[config.mk]
export PLATFORM = sky130hd
export DESIGN_NAME = doorbell_reg
export DESIGN_NICKNAME = d
export VERILOG_FILES = /design/src/rtl/doorbell_pkg.sv /design/src/rtl/doorbell_ctrl.sv /design/src/rtl/doorbell_dp.sv /design/src/rtl/doorbell_reg.sv
export SDC_FILE = /design/constraint.sdc
export NUM_CORES = 1
export LEC_CHECK = 0
export BUFFER_PORTS_ARGS = -buffer_cell sky130_fd_sc_hd__buf_4
export CAP_MARGIN = 20
export CORE_UTILIZATION = 50
export DETAILED_ROUTE_END_ITERATION = 10
export PLACE_DENSITY = 0.79
export SYNTH_ARGS = -nofsm -noshare
export SYNTH_HDL_FRONTEND = slang
export SYNTH_SLANG_ARGS = --single-unit
[constraint.sdc]
create_clock -name clk -period 1.85 [get_ports clk]
set_clock_uncertainty 0.1 [all_clocks]
set_input_delay 0.185 -clock clk [delete_from_list [all_inputs] [get_ports clk]]
set_output_delay 0.185 -clock clk [all_outputs]
set_load 0.01 [all_outputs]
[src/rtl/doorbell_pkg.sv]
package doorbell_pkg;

  // Strobes issued by the control module to the datapath each cycle.
  typedef struct packed {
    logic loadAll;  // full-word load from the local side (test mode)
    logic setBits;  // write-1-to-set from the local side
    logic clrBits;  // write-1-to-clear from the remote side
    logic capLoc;   // capture word into local read data
    logic capRem;   // capture word into remote read data
  } dbStrobes_t;

endpackage

[src/rtl/doorbell_ctrl.sv]
module doorbell_ctrl
  import doorbell_pkg::*;
(
  input  logic       locWrEn,
  input  logic       locRdEn,
  input  logic       remWrEn,
  input  logic       remRdEn,
  input  logic       testMode,
  output dbStrobes_t strb
);

  always_comb begin
    strb         = '0;
    strb.loadAll = locWrEn & testMode;
    strb.setBits = locWrEn & ~testMode;
    // A test-mode load overrides any remote clear in the same cycle.
    strb.clrBits = remWrEn & ~(locWrEn & testMode);
    strb.capLoc  = locRdEn;
    strb.capRem  = remRdEn;
  end

endmodule

[src/rtl/doorbell_dp.sv]
module doorbell_dp
  import doorbell_pkg::*;
#(
  parameter int DATA_W = 32
) (
  input  logic              clk,
  input  logic              rstN,
  input  dbStrobes_t        strb,
  input  logic [DATA_W-1:0] locWrData,
  input  logic [DATA_W-1:0] remWrData,
  input  logic              irqEnable,
  output logic [DATA_W-1:0] locRdData,
  output logic [DATA_W-1:0] remRdData,
  output logic              irqN
);

  logic [DATA_W-1:0] bellQ;
  logic [DATA_W-1:0] bellNext;

  // Per-bit next state: load beats set, set beats clear.
  for (genvar i = 0; i < DATA_W; i++) begin : g_bit
    always_comb begin
      if (strb.loadAll)
        bellNext[i] = locWrData[i];
      else if (strb.setBits && locWrData[i])
        bellNext[i] = 1'b1;
      else if (strb.clrBits && remWrData[i])
        bellNext[i] = 1'b0;
      else
        bellNext[i] = bellQ[i];
    end
  end

  always_ff @(posedge clk or negedge rstN) begin
    if (!rstN) begin
      bellQ     <= '0;
      locRdData <= '0;
      remRdData <= '0;
      irqN      <= 1'b1;
    end else begin
      bellQ <= bellNext;
      if (strb.capLoc) locRdData <= bellQ;
      if (strb.capRem) remRdData <= bellQ;
      irqN <= ~(irqEnable & (|bellQ));
    end
  end

  AST_SET_WINS: assert property (@(posedge clk) disable iff (!rstN)
    strb.setBits |=> ((bellQ & $past(locWrData)) == $past(locWrData)));

  AST_CLEAR_ONLY: assert property (@(posedge clk) disable iff (!rstN)
    (strb.clrBits && !strb.setBits) |=> ((bellQ & $past(remWrData)) == '0));

  AST_TEST_LOAD: assert property (@(posedge clk) disable iff (!rstN)
    strb.loadAll |=> (bellQ == $past(locWrData)));

  AST_IDLE_HOLD: assert property (@(posedge clk) disable iff (!rstN)
    !(strb.loadAll || strb.setBits || strb.clrBits) |=> $stable(bellQ));

  AST_IRQ_LEVEL: assert property (@(posedge clk) disable iff (!rstN)
    1'b1 |=> (irqN == !($past(irqEnable) && ($past(bellQ) != '0))));

  AST_READ_CAPTURE: assert property (@(posedge clk) disable iff (!rstN)
    strb.capRem |=> (remRdData == $past(bellQ)));

endmodule

[src/rtl/doorbell_reg.sv]
module doorbell_reg
  import doorbell_pkg::*;
#(
  parameter int DATA_W = 32
) (
  input  logic              clk,
  input  logic              rstN,
  input  logic              locWrEn,
  input  logic [DATA_W-1:0] locWrData,
  input  logic              locRdEn,
  output logic [DATA_W-1:0] locRdData,
  input  logic              remWrEn,
  input  logic [DATA_W-1:0] remWrData,
  input  logic              remRdEn,
  output logic [DATA_W-1:0] remRdData,
  input  logic              irqEnable,
  input  logic              testMode,
  output logic              irqN
);

  dbStrobes_t strb;

  doorbell_ctrl u_ctrl (
    .locWrEn (locWrEn),
    .locRdEn (locRdEn),
    .remWrEn (remWrEn),
    .remRdEn (remRdEn),
    .testMode(testMode),
    .strb    (strb)
  );

  doorbell_dp #(.DATA_W(DATA_W)) u_dp (
    .clk      (clk),
    .rstN     (rstN),
    .strb     (strb),
    .locWrData(locWrData),
    .remWrData(remWrData),
    .irqEnable(irqEnable),
    .locRdData(locRdData),
    .remRdData(remRdData),
    .irqN     (irqN)
  );

endmodule

==> metrics.md <==
| Metric | Value |
|---|---|
| Final Hold Viols | 0 |
| Setup TNS | 0 ns |
| CTS Buf Count | 9 |
| ANT cells | 0 |
| DR vias | 2,853 |
| CTS max path bufs | 2 |
| Final Setup Violations | 0 |
| Pwr Density | 928 mW/mm^2 |
| Vias per inst | 5.37 |
| Highest Clock Rate | 690 MHz |
| Syn nets | 327 |
| FF+latch count, synth | 97 |
| HPWL after DPL | 6.57 mm |
| Die extent in y | 92 um |
| Wirelength per Cell | 18.8 um |
| Post-Syn Instances | 255 |
| Die area | 0.00846 mm^2 |
| Die width | 92 um |
| GP Congestion | 0.789 |
| Area of the multi-input gates | 0.00147 mm^2 |
| Nature of the critical path startpoint | register |
| Clock tree sinks | 97 |
| Routed wire length | 9.97 mm |
| Worst slew pin tran | 0.540 ns |
| CP Class | reg -> reg |
| Crit path time final | 1.45 ns |
| Worst slew margin | 64.0% |
| Initial antenna violation count | 0 |
| H-Tree Depth | 3 |
| First-pass GRT wire length | 16.0 mm |
| Worst Path Max Fanout | 4 |
| Total GRT Usage | 24.9% |
| Hold_buf cts | 34 |
| Worst-Skew Late Latency | 0.36 ns |
| Initial Util | 52.1% |
| Placement Setup Slack | 0.376 ns |
| CTS clk-pin slew, worst paths | 0.09 ns |
| Mean post-synth cell area | 15.9 um^2 |
| RSZ-0062 raised after global routing | false |
| Share of cells above drive strength 1 | 51.7% |
| Layout net count | 496 |
| Global route overflow | 0 |
| Yosys synthesis warning count | 0 |
| Worst VDD drop | 0.416 mV |
| Drt initial violations | 127 |
| Outcome | finished, final reports clean |
| Register area | 0.00243 mm^2 |
| Drc violations | 0 |
| Detailed Routing Iterations Pass 1 | 4 |
| Final cycle utilization of the critical path | 78.4% |
| Sequential share of the synthesized area | 60.0% |
| Vias in the first global route | 3,009 |
| Max-capacitance violation count | 0 |
| Required time of the critical path | 2.03 ns |
| Rows | 32 |
| Area Overhead vs Synth | 40.1% |
| Worst Setup End Kind | register |
| Hold WC Path Type | in -> reg |
| Worst setup margin | 0.400 ns |
| Largest net degree at the start of global routing | 42 |
| Leak | 2.77 nW |
| Final Slew Violations | 0 |
| Number of fill cells | 513 |
| CTS resizes | 0 |
| Yosys cell types | 14 |
| Root buffer cell | clkbuf_8 |
| Postcts setup bufs | 0 |
| Top-level port count | 137 |
| Port-buffer cells | 136 |
| CTS tree | done |
| Netlist Area Pre-Place | 0.00405 mm^2 |
| Core area | 0.00777 mm^2 |
| CP arrival | 1.63 ns |
| Final ANT Viol Nets | 0 |
-- routing by layer --
layer	part of all wire (%)	vias up	routed length [um]	track usage (%)
met1	44	1443	4340	33.3
met5	0	-	0	0
met3	5.8	9	581	6.14
li1	-	1283	-	-
met4	1.0	0	102	6.25
met2	50	118	4950	40.9
-- final timing paths --
path	slack [ns]	end	start	cells past startpoint
min in group asynchronous	0.26	u_dp.remRdData[13]$_DFFE_PN0P_	rstN	2
setup reg to reg	0.40	u_dp.irqN$_DFF_PN1_	u_dp.bellQ[17]$_DFFE_PN0P_	3
hold / removal	0.06	u_dp.bellQ[18]$_DFFE_PN0P_	remWrData[18]	3
setup / recovery	0.40	u_dp.irqN$_DFF_PN1_	u_dp.bellQ[17]$_DFFE_PN0P_	3
hold reg to reg	0.42	u_dp.remRdData[17]$_DFFE_PN0P_	u_dp.remRdData[17]$_DFFE_PN0P_	1
max in group asynchronous	0.82	u_dp.bellQ[17]$_DFFE_PN0P_	rstN	3
-- worst max-delay path, stage by stage, from the launching register on --
cell	delay [ns]
dfrtp_1	0.45
nor4_1	0.43
nand4_1	0.22
o21ai_1	0.18
-- sequential cells by signal (all words and copies together) (netlist names) --
register        count
u_dp.bellQ         32
u_dp.irqN           1
u_dp.locRdData     32
u_dp.remRdData     32
-- metrics by stage --
step,power [mW],utilization [%],hold slack [ns],area (um^2),std cells
2_1_floorplan,3.24,-,-0.211,4050,255
3_3_place_gp,3.84,66.1,0.101,5140,481
3_5_place_dp,3.88,66.1,0.101,5140,481
4_1_cts,5.30,73.1,0.0445,5680,531
5_1_grt,5.52,73.1,0.0528,5680,531
6_report,5.27,73.1,0.0596,5680,531
-- logic make-up (layout without fill, tap and decap cells) --
family	after synthesis	count (layout)	synth area share (%)
DFF	97	97	60.0
muxes	64	64	23.4
and+or+nand+nor	43	43	4.79
AOI/OAI and AO/OA	33	33	8.03
buffers and inverters	18	192	3.86
-- cell type report --
type / instances / area share (%)
clock buffers: 12 / 2.56
clock inverters: 4 / 0.926
well taps: 102 / 2.25
multi-input cells: 140 / 25.8
flip-flops and latches: 97 / 42.8
repair buffers: 176 / 25.7
-- where the power goes --
part	leakage, nW	total [mW]	switching (mW)	internal (mW)
Combinational	1.51	1.24	0.454	0.790
Sequential	1.17	2.65	0.239	2.42
Clock	0.0888	1.37	0.704	0.663
Total	2.77	5.27	1.40	3.87
-- cell usage in the layout (no fill, tap or decap) --
| cell type | n |
|---|---|
| clkinvlp_4 | 3 |
| dfrtp_1 | 96 |
| nand2_1 | 32 |
| clkbuf_8 | 10 |
| dlygate4sd3_1 | 34 |
| nand4_1 | 2 |
| buf_12 | 4 |
| mux2_2 | 4 |
| nand2_4 | 1 |
| mux2_4 | 60 |
| o21ai_1 | 1 |
| bufinv_16 | 1 |
| clkbuf_1 | 2 |
| buf_4 | 138 |
| a32o_1 | 32 |
| dfstp_2 | 1 |
| nor4_1 | 8 |
-- synth_stat cells, drive strengths merged --
library cell	count	area [um^2]
nand2	33	131
buf	16	141
mux2	64	946
a32o	32	320
nor4	8	50.1
dfstp	1	26.3
clkbuf	2	15.0
dfrtp	96	2400
o21ai	1	5.00
nand4	2	12.5
Power figures use the tool's default switching activity.
